$ cat src/rtl/ucnt_pkg.sv
// Package: shared types for the segmented up/down counter.
// Assumes: nothing beyond IEEE 1800-2017.
package ucnt_pkg;

    // Count direction encoding used on up_i and the stored last direction.
    typedef enum logic {
        CNT_DOWN = 1'b0,
        CNT_UP   = 1'b1
    } cnt_dir_e;

    // Per-segment registered value flags.
    typedef struct packed {
        logic ones;
        logic zeros;
    } seg_flags_t;

endpackage

$ cat src/rtl/ucnt_prefix.sv
// Module: ucnt_prefix
// Purpose: for each segment, reports whether every lower segment is all
//          ones and whether every lower segment is all zeros.
// Assumes: inputs are per-segment flags. Segment 0 has no lower neighbours,
//          so both of its outputs are 1. One AND gate per segment on 1-bit flags.
module ucnt_prefix #(
    parameter int NSEG = 8
) (
    input  logic [NSEG-1:0] ones_i,
    input  logic [NSEG-1:0] zeros_i,
    output logic [NSEG-1:0] ones_below_o,
    output logic [NSEG-1:0] zeros_below_o
);

    // Seed the lowest segment: nothing below it blocks a step.
    assign ones_below_o[0]  = 1'b1;
    assign zeros_below_o[0] = 1'b1;

    genvar k;
    generate
        for (k = 1; k < NSEG; k++) begin : g_chain
            // Extend the lower-neighbour flags by one segment.
            assign ones_below_o[k]  = ones_below_o[k-1]  & ones_i[k-1];
            assign zeros_below_o[k] = zeros_below_o[k-1] & zeros_i[k-1];
        end
    endgenerate

endmodule

$ cat src/rtl/ucnt_seg.sv
// Module: ucnt_seg
// Purpose: one SEG-bit slice of the counter. It holds its value, a shadow of
//          the value before the last enabled step, and registered
//          all-ones/all-zeros flags for its own next value.
// Assumes: step_i already says whether all lower segments permit a step
//          in the current direction. rev_i is only meaningful with en_i.
//          ld_adj_i says whether the loaded slice must be adjusted to build
//          the shadow (a borrow or carry reaches it).
module ucnt_seg
    import ucnt_pkg::*;
#(
    parameter int SEG = 8
) (
    input  logic           clk,
    input  logic           rst_n,
    input  logic           en_i,
    input  logic           up_i,
    input  logic           rev_i,
    input  logic           step_i,
    input  logic           load_i,
    input  logic [SEG-1:0] ld_val_i,
    input  logic           ld_adj_i,
    output logic [SEG-1:0] val_o,
    output seg_flags_t     flags_o
);

    localparam logic [SEG-1:0] ONE = SEG'(1);

    logic [SEG-1:0] val_q, shd_q;
    logic [SEG-1:0] val_d, shd_d;
    logic [SEG-1:0] ld_shd;
    seg_flags_t     flags_q;

    // Shadow for a load: one step behind the loaded value in the load direction.
    always_comb begin
        if (!ld_adj_i)       ld_shd = ld_val_i;
        else if (up_i)       ld_shd = ld_val_i - ONE;
        else                 ld_shd = ld_val_i + ONE;
    end

    // Next value and shadow: load, reversal swap, step, or hold.
    always_comb begin
        val_d = val_q;
        shd_d = shd_q;
        if (load_i) begin
            val_d = ld_val_i;
            shd_d = ld_shd;
        end else if (en_i) begin
            shd_d = val_q;
            if (rev_i)        val_d = shd_q;
            else if (step_i)  val_d = up_i ? (val_q + ONE) : (val_q - ONE);
        end
    end

    // State registers with synchronous active-low reset (shadow = zero - 1).
    always_ff @(posedge clk) begin
        if (!rst_n) begin
            val_q         <= '0;
            shd_q         <= '1;
            flags_q.ones  <= 1'b0;
            flags_q.zeros <= 1'b1;
        end else begin
            val_q         <= val_d;
            shd_q         <= shd_d;
            flags_q.ones  <= &val_d;
            flags_q.zeros <= ~|val_d;
        end
    end

    assign val_o   = val_q;
    assign flags_o = flags_q;

endmodule

$ cat src/rtl/ucnt_top.sv
// Module: ucnt_top
// Purpose: WIDTH-bit synchronous up/down counter built from SEG-bit slices.
//          Steps are gated by registered per-slice flags. A change of
//          direction restores each slice's shadow instead of doing arithmetic.
// Assumes: WIDTH is a multiple of SEG. load_i has priority over en_i.
//          rst_n is synchronous and active low.
module ucnt_top
    import ucnt_pkg::*;
#(
    parameter int WIDTH = 64,
    parameter int SEG   = 8
) (
    input  logic             clk,
    input  logic             rst_n,
    input  logic             en_i,
    input  logic             up_i,
    input  logic             load_i,
    input  logic [WIDTH-1:0] load_val_i,
    output logic [WIDTH-1:0] count_o,
    output logic             tc_o
);

    localparam int NSEG = WIDTH / SEG;

    logic [NSEG-1:0] run_ones, run_zeros, run_ones_below, run_zeros_below;
    logic [NSEG-1:0] ld_ones, ld_zeros, ld_ones_below, ld_zeros_below;
    cnt_dir_e        last_dir_q;
    logic            rev;

    // Elaboration-time parameter check.
    initial begin
        if (WIDTH % SEG != 0 || NSEG < 1)
            $error("ucnt_top: WIDTH must be a multiple of SEG (R9)");
    end

    // Reversal when the requested direction differs from the last step's.
    assign rev = (cnt_dir_e'(up_i) != last_dir_q);

    // Last counting direction, updated on every load or enabled step.
    always_ff @(posedge clk) begin
        if (!rst_n)                 last_dir_q <= CNT_UP;
        else if (load_i || en_i)    last_dir_q <= cnt_dir_e'(up_i);
    end

    // Lower-neighbour flags for the running count.
    ucnt_prefix #(.NSEG(NSEG)) u_run_pfx (
        .ones_i        (run_ones),
        .zeros_i       (run_zeros),
        .ones_below_o  (run_ones_below),
        .zeros_below_o (run_zeros_below)
    );

    // Lower-neighbour flags for the load value, used to seed shadows.
    ucnt_prefix #(.NSEG(NSEG)) u_ld_pfx (
        .ones_i        (ld_ones),
        .zeros_i       (ld_zeros),
        .ones_below_o  (ld_ones_below),
        .zeros_below_o (ld_zeros_below)
    );

    genvar k;
    generate
        for (k = 0; k < NSEG; k++) begin : g_seg
            seg_flags_t     flg;
            logic           step_k;
            logic           ld_adj_k;
            logic [SEG-1:0] val_k;

            // Per-slice load flags and the step / load-adjust selects.
            assign ld_ones[k]  = &load_val_i[k*SEG +: SEG];
            assign ld_zeros[k] = ~|load_val_i[k*SEG +: SEG];
            assign step_k      = up_i ? run_ones_below[k] : run_zeros_below[k];
            assign ld_adj_k    = up_i ? ld_zeros_below[k] : ld_ones_below[k];

            ucnt_seg #(.SEG(SEG)) u_seg (
                .clk      (clk),
                .rst_n    (rst_n),
                .en_i     (en_i),
                .up_i     (up_i),
                .rev_i    (rev),
                .step_i   (step_k),
                .load_i   (load_i),
                .ld_val_i (load_val_i[k*SEG +: SEG]),
                .ld_adj_i (ld_adj_k),
                .val_o    (val_k),
                .flags_o  (flg)
            );

            assign run_ones[k]            = flg.ones;
            assign run_zeros[k]           = flg.zeros;
            assign count_o[k*SEG +: SEG]  = val_k;
        end
    endgenerate

    // Terminal count for the present direction, from registered flags only.
    assign tc_o = up_i ? (run_ones_below[NSEG-1]  & run_ones[NSEG-1])
                       : (run_zeros_below[NSEG-1] & run_zeros[NSEG-1]);

endmodule

$ cat config.mk
export PLATFORM = sky130hd
export DESIGN_NAME = ucnt_top
export DESIGN_NICKNAME = d
export VERILOG_FILES = /design/src/rtl/ucnt_pkg.sv /design/src/rtl/ucnt_prefix.sv /design/src/rtl/ucnt_seg.sv /design/src/rtl/ucnt_top.sv
export SDC_FILE = /design/constraint.sdc
export NUM_CORES = 1
export LEC_CHECK = 0
export ABC_AREA = 1
export BUFFER_PORTS_ARGS = -buffer_cell sky130_fd_sc_hd__buf_2
export CELL_PAD_IN_SITES_DETAIL_PLACEMENT = 0
export CELL_PAD_IN_SITES_GLOBAL_PLACEMENT = 1
export CORE_MARGIN = 4
export CORE_UTILIZATION = 39
export DETAILED_ROUTE_END_ITERATION = 12
export PLACE_DENSITY = 0.85
export RECOVER_POWER = 25
export SYNTH_ARGS = -nofsm -noshare
export SYNTH_HDL_FRONTEND = slang
export SYNTH_HIERARCHICAL = 1
export SYNTH_SLANG_ARGS = --single-unit
$ cat constraint.sdc
create_clock -name clk -period 3.4 [get_ports clk]
set_clock_uncertainty 0.15 [all_clocks]
set_input_delay 0.68 -clock clk [delete_from_list [all_inputs] [get_ports clk]]
set_output_delay 0.68 -clock clk [all_outputs]
set_load 0.02 [all_outputs]
# After elaboration in Yosys (flattened, before gate mapping)
# Cells that the tools add are included.
# classes
bitwise_logic	26
n_eq_ne	1
reduce_logical	47
n_lt_le_gt_ge	0
shifts	0
multipliers	0
n_div	0
muxes	85
addsub	32
# op_table
op	n
$mux W8	70
$add A8 B1 Y8 const B	16
$sub A8 B1 Y8 const B	16
$reduce_and A8 Y1	15
$reduce_or A8 Y1	15
$and A1 B1 Y1	26
$logic_not A1 Y1	15
$mux W1	15
$reduce_bool A2 Y1	1
$logic_or A1 B1 Y1	1
$ne A1 B1 Y1	1
# totals
output_inout_bits	65
ram_bits	0
register_bits	145
in_bits	69
memories	0
latchBits	0
word_cells	224
mem_bits_ro	0

# Depth between registers and ports, before layout
# Gate-level depths: netlist of the first run.
# logic_depth
ltp_word	13
ltp_mapped	17
mapped_depth_nobuf	17

# By module
# The synthesis of the first run kept the hierarchy.
# by_module_without_submodules
mod	cells_each	n_inst	area_each_um2	seq_area_each_um2
ucnt_seg (g_seg[4].u_seg ...)	276	4	1731.7	360.3
ucnt_seg (g_seg[1].u_seg ...)	273	3	1641.6	360.3
ucnt_seg (g_seg[0].u_seg)	273	1	1645.3	360.3
ucnt_top	173	1	725.7	20.0
ucnt_prefix	29	2	166.4	0.0

# Worst setup path before layout of the first run
# Ideal clock, no wire load.
# synth_timing
path_type	input port to flip-flop
from	input up_i
to	register g_seg[4].u_seg.flags_q (netlist bit g_seg[4].u_seg/flags_o[1])
t_arrival_ps	3249
slack_ps	-63
path_buffers	2
t_required_ps	3186
cell_stages	11
setup_time_ps	64
cell_sequence	buf_6 xor2_1 buf_2 a21oi_2 nand2_1 nand4_1 nor2_1 nand3_1 nor2_1 nand3_1 nor2_1
# synth_between
elab_cells_between_ends	8
cone_classes	eq/ne (1); mux (6); reduce/logical (1)
# synth_lines
element	line_no	text
start: declaration	ucnt_top.sv:16	input logic up_i,
$ne A1 B1 Y1	ucnt_top.sv:37	assign rev = (cnt_dir_e'(up_i) != last_dir_q);
via rev	ucnt_top.sv:28	logic rev;
$mux W8	ucnt_seg.sv:50	if (rev_i) val_d = shd_q;
$mux W8	ucnt_seg.sv:48	end else if (en_i) begin
$mux W8	ucnt_seg.sv:45	if (load_i) begin
$reduce_and A8 Y1	ucnt_seg.sv:65	flags_q.ones <= &val_d;
end: declaration	ucnt_seg.sv:32	seg_flags_t flags_q;
# The timed path passes the listed nets, and every way through them passes these cells.
# A chain may end at the register's enable or synchronous reset.

# Worst setup path after layout of the first run
# layout_timing
from	input up_i
to	register g_seg[7].u_seg.flags_q (netlist bit g_seg[7].u_seg/flags_o[0])
# layout_between
elab_chain_len	7
elab_cells_between_ends	9
cone_classes	eq/ne (1); mux (6); reduce/logical (2)
# layout_rtl
element	line_no	text
$mux W1	ucnt_top.sv:72	assign step_k = up_i ? run_ones_below[k] : run_zeros_below[k];
via g_seg[7].step_k	ucnt_top.sv:65	logic step_k;
$mux W8	ucnt_seg.sv:51	else if (step_i) val_d = up_i ? (val_q + ONE) : (val_q - ONE);
$mux W8	ucnt_seg.sv:50	
$mux W8	ucnt_seg.sv:48	
$mux W8	ucnt_seg.sv:45	
$reduce_or A8 Y1	ucnt_seg.sv:66	flags_q.zeros <= ~|val_d;
$logic_not A1 Y1	ucnt_seg.sv:66	
end: declaration	ucnt_seg.sv:32	
# The timed path passes the listed nets, and every way through them passes these cells.

==> results of run 1 <==
path summary, 6_finish.rpt:
path	slack (ns)	startpoint	depth (start not counted)	endpoint
min reg2reg	0.32	g_seg[7].u_seg/shd_q[6]	2	g_seg[7].u_seg/shd_q[6]
max reg2reg	0.79	g_seg[1].u_seg/flags_o[1]	16	g_seg[7].u_seg/flags_o[0]
max	0.69	up_i	15	g_seg[7].u_seg/flags_o[0]
min	0.32	g_seg[7].u_seg/shd_q[6]	2	g_seg[7].u_seg/shd_q[6]
cell type report:
class                           count  area share (%)
Multi-Input combinational cell   1884           61.78
Sequential cell                   145           17.96
Inverter                          319           7.468
Timing Repair Buffer              166           5.596
Tap cell                          468           3.622
Clock buffer                       21           2.724
Clock inverter                     11          0.8204
Antenna cell                        2         0.03096
sequential cells by signal (all words and copies together) (netlist names):
signal	cells
last_dir_q	1
g_seg.u_seg/shd_q	64
g_seg.u_seg/val_o	64
g_seg.u_seg/flags_o	16
critical path, stage by stage:
cell and delay [ns]:
sky130_fd_sc_hd__buf_4 0.31, sky130_fd_sc_hd__buf_12 0.22, sky130_fd_sc_hd__buf_4 0.23, sky130_fd_sc_hd__nand2_1 0.07, sky130_fd_sc_hd__nand2_1 0.35, sky130_fd_sc_hd__inv_2 0.12, sky130_fd_sc_hd__a21oi_1 0.18, sky130_fd_sc_hd__o21ai_2 0.10
sky130_fd_sc_hd__a21oi_4 0.15, sky130_fd_sc_hd__nand3_2 0.08, sky130_fd_sc_hd__nor2_2 0.10, sky130_fd_sc_hd__nand2_1 0.06, sky130_fd_sc_hd__nor2_1 0.10, sky130_fd_sc_hd__nand3_1 0.07, sky130_fd_sc_hd__nand2_1 0.06
power by group:
part	total (uW)	switching, uW	internal [uW]	leakage (uW)
sequential	1980	145	1830	0.00121
clock	1890	804	1090	0.000261
combinational	2010	1300	709	0.00670
stage by stage:
| stage | instance area, um^2 | utilization (%) | worst slack [ns] | instances | hold WS, ns |
|---|---|---|---|---|---|
| detailed placement | 15650 | 42.75 | 0.2614 | 2982 | 0.3056 |
| CTS | 16230 | 44.32 | 0.7208 | 3014 | 0.3219 |
| global route | 16160 | 44.15 | 0.5089 | 3015 | 0.3456 |
| floorplan | 14520 | - | 0.5540 | 2415 | 0.2836 |
| finish | 16170 | 44.16 | 0.6947 | 3016 | 0.3221 |
| global placement | 15650 | 42.75 | 0.3320 | 2982 | 0.3021 |
metal layers:
layer,track usage [%],up-vias
met5,0,-
met4,6.563,4
met3,4.265,73
met2,34.89,421
met1,30.43,7126
li1,-,8072
==> out/qor_table.md, run 1 <==
| Parameter | This run | Unit |
|---|---|---|
| Nature of the critical path endpoint | flop | - |
| Final setup violating endpoints | 0 | - |
| Hold Violations, Final | 0 | - |
| Top fanout value on the critical path | 19 | - |
| Number of antenna violations at the first check in global routing | 4 | - |
| Standard-cell row count | 70 | - |
| Count of port buffers added during placement | 133 | - |
| Die height | 200.8 | um |
| VDD IR-drop max | 0.0003227 | V |
| Maximum buffer depth of the clock tree | 2 | - |
| Met2 routed wirelength | 20240 | um |
| Die area | 40330 | um^2 |
| Most common cell after layout, fill and taps aside | sky130_fd_sc_hd__nand2_1 | - |
| Count of synthesis-stage warnings from yosys | 6 | - |
| DP HPWL | 35620 | um |
| Gate Count Post-Synth | 2413 | - |
| Leakage power of the design | 0.008167 | uW |
| Setup repair after global routing missed its margin | false | - |
| Data arrival time of the critical path | 2.93 | ns |
| Clk root buf | sky130_fd_sc_hd__clkbuf_16 | - |
| Global Route Usage Sum | 21.99 | % |
| Wire length of the first global-routing pass | 74450 | um |
| Sum of negative setup slack | 0 | ns |
| Hold buffers post-CTS | 0 | - |
| IO Count | 134 | - |
| Total area of multi-input combinational cells | 9988 | um^2 |
| Number of DRC markers in iteration 0 | 942 | - |
| Classification of the worst-slack hold path | reg -> reg | - |
| Routed vias/inst | 5.204 | - |
| Total Nets Final | 2714 | - |
| Final weighted congestion in routability-driven placement | 0.9198 | - |
| Shortest period the worst path allows | 2.705 | ns |
| Result of the run | finished clean | - |
| Detailed-routed wire length on met3 | 2647 | um |
| Highest Signal Layer | met5 | - |
| Number of fill cells | 3953 | - |
| Total routed wire length on the met1 layer | 21940 | um |
| Max capacitance violation total | 0 | - |
| Number of buffers added by the clock tree synthesis step | 17 | - |
| Syn-to-layout area delta | 11.49 | % |
| # H-tree levels | 4 | - |
| Chip Width | 200.8 | um |
| Synthesized area per cell | 6.009 | um^2 |
| Required arrival time at the worst endpoint | 3.62 | ns |
| Max Freq | 0.3696 | GHz |
| Fraction of final layout cells sized beyond drive strength 1 | 10.60 | % |
| Clock input transition at the sequential cells of the worst setup and hold paths | 0.06 | ns |
| Max-slew violation count | 0 | - |
| Global-route congestion overflow total | 0 | - |
| Total power of the final layout | 5885 | uW |
| DRC violation count after routing | 0 | - |
| Sequential Area | 2903 | um^2 |
| CTS-repair resized insts | 0 | - |
| Synthesized area | 14500 | um^2 |
| Leading cell types in the layout, fill and taps excluded | 740 x sky130_fd_sc_hd__nand2_1, 288 x sky130_fd_sc_hd__inv_1, 263 x sky130_fd_sc_hd__nor2_1, 220 x sky130_fd_sc_hd__a21oi_1, 159 x sky130_fd_sc_hd__nand3_1 | - |
| Core box area | 36610 | um^2 |
| CTS tree | built | - |
| Clock Latency Late Sink | 0.43 | ns |
| Launching element type of the critical path | primary input | - |
| Pre-antenna DRT Iters | 5 | - |
| Starting density of the core | 39.61 | % |
| Via count of the first global-routing pass | 14.74k | - |
| Total via count in the routed design | 15.70k | - |
| Largest net degree at the start of global routing | 47 | - |
| Antenna-violating nets left | 0 | - |
| Final routed wirelength across all metal layers | 45850 | um |
| Post-DR wirelength/cell | 15.20 | um |
| PD cells | 364.0 | nW/um^2 |
| Number of buffers added for setup after CTS | 0 | - |
| WS Path Type | in -> reg | - |
| Final Cycle Share | 79.57 | % |
| Number of clock sinks | 145 | - |
No activity file was read; power rests on OpenSTA's default activity.
==> run 2: changes to the inputs <==
--- a/config.mk
+++ b/config.mk
@@ -10,9 +10,9 @@
 export CELL_PAD_IN_SITES_DETAIL_PLACEMENT = 0
 export CELL_PAD_IN_SITES_GLOBAL_PLACEMENT = 1
 export CORE_MARGIN = 4
-export CORE_UTILIZATION = 39
+export CORE_UTILIZATION = 43
 export DETAILED_ROUTE_END_ITERATION = 12
-export PLACE_DENSITY = 0.85
+export PLACE_DENSITY = 0.89
 export RECOVER_POWER = 25
 export SYNTH_ARGS = -nofsm -noshare
 export SYNTH_HDL_FRONTEND = slang
==> constraint.sdc (replaced) <==
create_clock -name clk -period 2.7 [get_ports clk]
set_clock_uncertainty 0.15 [all_clocks]
set_input_delay 0.54 -clock clk [delete_from_list [all_inputs] [get_ports clk]]
set_output_delay 0.54 -clock clk [all_outputs]
set_load 0.02 [all_outputs]
==> run 2 against run 1 <==
  * Sequential share of layout area decreased by 0.67 points
  * Count of clock-buffer cells in the layout decreased by 4
  * Global-route usage increased by 2.7 points
  * Critical path type is now reg -> out
  * Largest cell class unchanged
  * Highest routed layer unchanged
==> out/qor_table.md, run 2 (same netlist as run 1, synthesis figures left out) <==
| Parameter | This run | Unit |
|---|---|---|
| Result of the run | finished clean | - |
| Total via count in the routed design | 16.06k | - |
| Nature of the critical path endpoint | output port | - |
| R2r endpoint | g_seg[1].u_seg/flags_o[1] | - |
| Clock Latency Late Sink | 0.44 | ns |
| Switching portion of total power | 39.18 | % |
| Most common cell after layout, fill and taps aside | sky130_fd_sc_hd__nand2_1 | - |
| Routed vias/inst | 5.236 | - |
| IO Count | 134 | - |
| CP max-delay cell | sky130_fd_sc_hd__dfxtp_1 | - |
| Pre-antenna DRT Iters | 7 | - |
| Largest net degree at the start of global routing | 44 | - |
| # H-tree levels | 4 | - |
| Count of port buffers added during placement | 133 | - |
| VDD IR-drop max | 0.0004678 | V |
| Cell type group with the largest total delay on the critical path | simple AND/OR/NAND/NOR gates | - |
| Hold buffers post-CTS | 0 | - |
| CTS-repair resized insts | 0 | - |
| FF-to-FF path depth | 9 | - |
| Chip Width | 191.6 | um |
| Standard-cell row count | 66 | - |
| Finished Cell Area | 16800 | um^2 |
| Data arrival time of the critical path | 1.76 | ns |
| PD cells | 452.1 | nW/um^2 |
| Buffers plus inverters on the worst setup path | 1 | - |
| Origin of the critical flop-to-flop path | g_seg[1].u_seg/val_o[0] | - |
| WS Path Type | reg -> out | - |
| Logic pwr share | 35.0 | % |
| Core box area | 32870 | um^2 |
| Max Freq | 0.4079 | GHz |
| Syn-to-layout area delta | 15.83 | % |
| Max-slew violation count | 0 | - |
| Sequential fraction of design power | 32.7 | % |
| Fraction of final layout cells sized beyond drive strength 1 | 13.50 | % |
| Net switching power figure | 2975 | uW |
| Transition time at the pin with the least slew margin | 0.5455 | ns |
| Leading cell types in the layout, fill and taps excluded | 739 x sky130_fd_sc_hd__nand2_1, 289 x sky130_fd_sc_hd__inv_1, 263 x sky130_fd_sc_hd__nor2_1, 220 x sky130_fd_sc_hd__a21oi_1, 159 x sky130_fd_sc_hd__nand3_1 | - |
| Critical Path Start | g_seg[1].u_seg/flags_o[0] | - |
| Clock input transition at the sequential cells of the worst setup and hold paths | 0.07 | ns |
| DP HPWL | 35980 | um |
| Number of buffers added for setup after CTS | 0 | - |
| Global Route Usage Sum | 24.65 | % |
| Remaining max-slew budget at the tightest pin | 63.63 | % |
| Clk root buf | sky130_fd_sc_hd__clkbuf_16 | - |
| Final Cycle Share | 90.81 | % |
| Leakage power of the design | 0.008613 | uW |
| Number of fill cells | 3488 | - |
| Internal cell power | 4618 | uW |
| Final setup violating endpoints | 0 | - |
| Number of DRC markers in iteration 0 | 1106 | - |
| Number of buffers added by the clock tree synthesis step | 17 | - |
| Top fanout value on the critical path | 3 | - |
| DRC violation count after routing | 0 | - |
| Final weighted congestion in routability-driven placement | 0.9131 | - |
| Number of antenna violations at the first check in global routing | 5 | - |
| Hold Violations, Final | 0 | - |
| Worst path depth | 7 | - |
| Setup repair after global routing missed its margin | false | - |
| Maximum cell stage delay along the critical path | 0.43 | ns |
| Final Util | 51.10 | % |
| Cell depth of the worst min-delay path | 2 | - |
| Launching element type of the critical path | flop | - |
| Global-route congestion overflow total | 0 | - |
| Total Nets Final | 2790 | - |
| Number of clock sinks | 145 | - |
| Clock group share of total power | 32.3 | % |
| Number of cells in the finished layout apart from fillers | 3068 | - |
| Post-DR wirelength/cell | 14.91 | um |
| Antenna-violating nets left | 0 | - |
| Die area | 36720 | um^2 |
| Via count of the first global-routing pass | 14.99k | - |
| Max capacitance violation total | 0 | - |
| Starting density of the core | 44.12 | % |
| Classification of the worst-slack hold path | in -> reg | - |
| Die height | 191.6 | um |
| Maximum buffer depth of the clock tree | 2 | - |
| Cell count after placement | 3032 | - |
| Reg2Reg Setup Slack | 0.25 | ns |
| Wire length of the first global-routing pass | 74510 | um |
| Crit path to | tc_o | - |
| Cell Area, Placed | 16250 | um^2 |
| Required arrival time at the worst endpoint | 2.01 | ns |
| Cell breakdown of the critical path | nand2_2, nor2_4, nand4_2, nor2_2, nand3_1, nand2_1, buf_2 | - |
| CTS tree | built | - |
| Shortest period the worst path allows | 2.452 | ns |
| Final routed wirelength across all metal layers | 45750 | um |
run 2: stage by stage:
step	total power [uW]	setup slack (ns)	TNS, ns	hold slack, ns
2_1_floorplan	4330	0.3405	0	0.2836
3_3_place_gp	5127	-0.02640	-0.03104	0.3005
3_5_place_dp	5164	-0.05008	-0.1311	0.3053
4_1_cts	7628	0.2418	0	0.2050
5_1_grt	8083	0.06943	0	0.2172
6_report	7593	0.2483	0	0.2265
run 2: worst min path at each step:
stage / from / end / slack, ns
6_report: rst_n / g_seg[6].u_seg/flags_o[0] / 0.23
5_1_grt: rst_n / g_seg[6].u_seg/flags_o[0] / 0.22
4_1_cts: rst_n / g_seg[6].u_seg/flags_o[0] / 0.21
3_5_place_dp: g_seg[4].u_seg/shd_q[5] / g_seg[4].u_seg/shd_q[5] / 0.31
3_3_place_gp: g_seg[0].u_seg/shd_q[5] / g_seg[0].u_seg/shd_q[5] / 0.30
2_1_floorplan: g_seg[0].u_seg/shd_q[1] / g_seg[0].u_seg/shd_q[1] / 0.28
run 2: power by group through the flow:
stage	logic, uW	clock network, uW	registers (uW)
2_1_floorplan	1770	0	2560
3_3_place_gp	2600	0	2530
3_5_place_dp	2640	0	2530
4_1_cts	2650	2500	2480
5_1_grt	2990	2590	2500
6_report	2660	2450	2490
run 2: layout make-up:
type	count	area [um^2]	area share, %
Multi-Input combinational cell	1884	9991	59.48
Sequential cell	145	2904	17.29
Timing Repair Buffer	242	1541	9.178
Inverter	319	1207	7.189
Tap cell	442	553.0	3.293
Clock buffer	17	425.4	2.533
Clock inverter	15	163.9	0.9759
Antenna cell	4	10.01	0.05959
run 2: per-layer routing:
layer,routed length (um),track usage (%)
met2,21270,40.90
met4,823,7.155
met5,13,0
met3,2794,3.344
met1,20850,33.55
==> run 3: changes to the inputs <==
--- a/config.mk
+++ b/config.mk
@@ -10,9 +10,9 @@
 export CELL_PAD_IN_SITES_DETAIL_PLACEMENT = 0
 export CELL_PAD_IN_SITES_GLOBAL_PLACEMENT = 1
 export CORE_MARGIN = 4
-export CORE_UTILIZATION = 43
+export CORE_UTILIZATION = 39
 export DETAILED_ROUTE_END_ITERATION = 12
-export PLACE_DENSITY = 0.89
+export PLACE_DENSITY = 0.85
 export RECOVER_POWER = 25
 export SYNTH_ARGS = -nofsm -noshare
 export SYNTH_HDL_FRONTEND = slang
==> constraint.sdc (replaced) <==
create_clock -name clk -period 2.05 [get_ports clk]
set_clock_uncertainty 0.15 [all_clocks]
set_input_delay 0.41 -clock clk [delete_from_list [all_inputs] [get_ports clk]]
set_output_delay 0.41 -clock clk [all_outputs]
set_load 0.02 [all_outputs]
==> run 3 against run 2 <==
  * Wire length up 15%
  * Critical path depth up 2
  * The run now ends with negative setup slack left
  * Utilization up 6.6 points
  * Clock power up 28%
  * Design area up 26%
  * Sequential cell count unchanged
  * Via count up 9.8%
  * Highest routed layer is now met4
  * Global-route usage down 0.68 points
  * Register-to-register slack worse by 0.51 ns
  * Combinational power up 83%
  * Power up 48%
  * Largest cell class unchanged
==> out/qor_table.md, run 3 (same netlist as run 1, synthesis figures left out) <==
| Parameter | This run | Unit |
|---|---|---|
| Final Cycle Share | 115.0 | % |
| Setup repair after global routing missed its margin | true | - |
| Number of clock sinks | 145 | - |
| Crit path to | tc_o | - |
| Maximum buffer depth of the clock tree | 2 | - |
| Number of antenna violations at the first check in global routing | 0 | - |
| Buffers plus inverters on the worst setup path | 3 | - |
| Clk root buf | sky130_fd_sc_hd__clkbuf_16 | - |
| Most common cell after layout, fill and taps aside | sky130_fd_sc_hd__nand2_1 | - |
| Shortest period the worst path allows | 2.357 | ns |
| Total power of the final layout | 11240 | uW |
| Global Route Usage Sum | 23.96 | % |
| CP max-delay cell | sky130_fd_sc_hd__dfxtp_4 | - |
| R2r endpoint | g_seg[7].u_seg/flags_o[0] | - |
| Result of the run | finished, violations left | - |
| Cell Area, Placed | 18480 | um^2 |
| Wire length of the first global-routing pass | 80690 | um |
| Leakage power of the design | 0.01048 | uW |
| Global-route congestion overflow total | 0 | - |
| Required arrival time at the worst endpoint | 1.49 | ns |
| Maximum cell stage delay along the critical path | 0.39 | ns |
| Final setup violating endpoints | 28 | - |
| Cell breakdown of the critical path | nand2_4, nor2_4, nand4_4, nor2_4, buf_4, buf_6, nand3_2, nand2_2, buf_6 | - |
| Max capacitance violation total | 0 | - |
| Die height | 200.8 | um |
| Routed vias/inst | 5.152 | - |
| Pre-antenna DRT Iters | 6 | - |
| Leading cell types in the layout, fill and taps excluded | 636 x sky130_fd_sc_hd__nand2_1, 382 x sky130_fd_sc_hd__buf_4, 264 x sky130_fd_sc_hd__inv_1, 226 x sky130_fd_sc_hd__nor2_1, 172 x sky130_fd_sc_hd__a21oi_1 | - |
| DRC violation count after routing | 0 | - |
| Antenna-violating nets left | 0 | - |
| Fraction of final layout cells sized beyond drive strength 1 | 34.33 | % |
| VDD IR-drop max | 0.0006762 | V |
| Max-slew violation count | 0 | - |
| Final weighted congestion in routability-driven placement | 0.9374 | - |
| Clock Latency Late Sink | 0.44 | ns |
| Critical Path Start | g_seg[1].u_seg/flags_o[0] | - |
| CTS tree | built | - |
| IO Count | 134 | - |
| Starting density of the core | 39.61 | % |
| Data arrival time of the critical path | 1.80 | ns |
| Via count of the first global-routing pass | 16.44k | - |
| Hold Violations, Final | 0 | - |
| Die area | 40330 | um^2 |
| Largest net degree at the start of global routing | 36 | - |
| Max Freq | 0.4243 | GHz |
| Cell type group with the largest total delay on the critical path | simple AND/OR/NAND/NOR gates | - |
| Violations in the final reports | negative setup slack | - |
| Clock input transition at the sequential cells of the worst setup and hold paths | 0.06 | ns |
| Reg2Reg Setup Slack | -0.26 | ns |
| Chip Width | 200.8 | um |
| Launching element type of the critical path | flop | - |
| Final routed wirelength across all metal layers | 52430 | um |
| Post-layout worst setup margin | -0.3069 | ns |
| Syn-to-layout area delta | 45.60 | % |
| Number of DRC markers in iteration 0 | 1156 | - |
| Total via count in the routed design | 17.64k | - |
| Hold buffers post-CTS | 0 | - |
| Post-DR wirelength/cell | 15.31 | um |
| Number of buffers added by the clock tree synthesis step | 17 | - |
| PD cells | 532.2 | nW/um^2 |
| Total Nets Final | 3122 | - |
| Origin of the critical flop-to-flop path | g_seg[1].u_seg/flags_o[1] | - |
| # H-tree levels | 4 | - |
| Count of port buffers added during placement | 133 | - |
| Top fanout value on the critical path | 3 | - |
| Standard-cell row count | 70 | - |
| Nature of the critical path endpoint | output port | - |
| Core box area | 36610 | um^2 |
| Worst path depth | 9 | - |
| Finished Cell Area | 21110 | um^2 |
| Classification of the worst-slack hold path | in -> reg | - |
| WS Path Type | reg -> out | - |
| DP HPWL | 39400 | um |
| FF-to-FF path depth | 16 | - |
-- run 3: cell types whose count changed in the layout (fill, tap and decap cells not counted), moves of 24 or more --
cell | previous run | this run
sky130_fd_sc_hd__buf_4 | 102 | 382
sky130_fd_sc_hd__nor2_2 | 8 | 34
sky130_fd_sc_hd__nand2_1 | 739 | 636
sky130_fd_sc_hd__a21oi_1 | 220 | 172
sky130_fd_sc_hd__nand3_1 | 159 | 123
sky130_fd_sc_hd__buf_6 | 0 | 41
sky130_fd_sc_hd__inv_1 | 289 | 264
sky130_fd_sc_hd__ha_4 | 0 | 36
sky130_fd_sc_hd__nand2_2 | 30 | 119
sky130_fd_sc_hd__a21oi_2 | 8 | 54
sky130_fd_sc_hd__nor2_1 | 263 | 226
sky130_fd_sc_hd__ha_1 | 96 | 59
sky130_fd_sc_hd__nand3_2 | 4 | 39
sky130_fd_sc_hd__o21ai_0 | 104 | 80
-- run 3: where the power goes --
part           internal, uW  total (uW)  leakage [uW]  switching, uW
Clock                  1800        3140      0.000271           1350
Combinational          2150        4870       0.00900           2720
Sequential             3040        3220       0.00121            181
Total                  6990       11200        0.0105           4240
-- run 3: repair_timing --
item                       in CTS  in global routing
setup endpoints to repair      52                 91
resized for setup              91                347
gates cloned                    1                  0
pin swaps                      25                172
setup buffers                  18                 32
-- run 3: how the worst min path moves through the flow --
stage,slack [ns],end,start,cells after the start
after global placement,0.30,g_seg[2].u_seg/shd_q[5],g_seg[2].u_seg/shd_q[5],2
after detailed placement,0.31,g_seg[7].u_seg/shd_q[5],g_seg[7].u_seg/shd_q[5],2
after CTS,0.11,g_seg[7].u_seg/val_o[5],load_val_i[61],3
after floorplan,0.28,g_seg[0].u_seg/shd_q[1],g_seg[0].u_seg/shd_q[1],2
final,0.13,g_seg[7].u_seg/val_o[5],load_val_i[61],3
after global routing,0.14,g_seg[7].u_seg/val_o[5],load_val_i[61],3
-- run 3: area by class of cell --
| cell class | count | area, um^2 |
|---|---|---|
| Fill cell | 3519 | 15500 |
| Multi-Input combinational cell | 1884 | 11410 |
| Timing Repair Buffer | 574 | 4372 |
| Sequential cell | 145 | 2919 |
| Inverter | 319 | 1244 |
| Tap cell | 468 | 585.6 |
| Clock buffer | 20 | 436.7 |
| Clock inverter | 12 | 136.4 |
| Antenna cell | 2 | 5.005 |
-- run 3: per-layer routing --
layer,vias up,track usage (%),share of wire (%)
met4,0,7.645,2.6
met3,95,2.795,4.5
met5,-,0,0
met1,8164,31.01,44
met2,492,41.79,48
li1,8891,-,-
-- run 3: through the flow --
step / hold slack [ns] / setup slack [ns] / setup TNS (ns) / utilization [%] / cells
2_1_floorplan: 0.2836 / -0.1540 / -2.284 / - / 2415
5_1_grt: 0.1438 / -0.3949 / -7.743 / 57.66 / 3422
3_3_place_gp: 0.2999 / -0.7896 / -49.30 / 50.47 / 3340
3_5_place_dp: 0.3074 / -0.7621 / -52.26 / 50.47 / 3340
6_report: 0.1336 / -0.3069 / -3.092 / 57.67 / 3424
4_1_cts: 0.1145 / -0.2116 / -1.373 / 53.58 / 3391
-- run 3: tightest hold or removal path, stage by stage --
cell	delay [ns]
sky130_fd_sc_hd__buf_2	0.12
sky130_fd_sc_hd__nand2_1	0.08
sky130_fd_sc_hd__a21oi_1	0.07
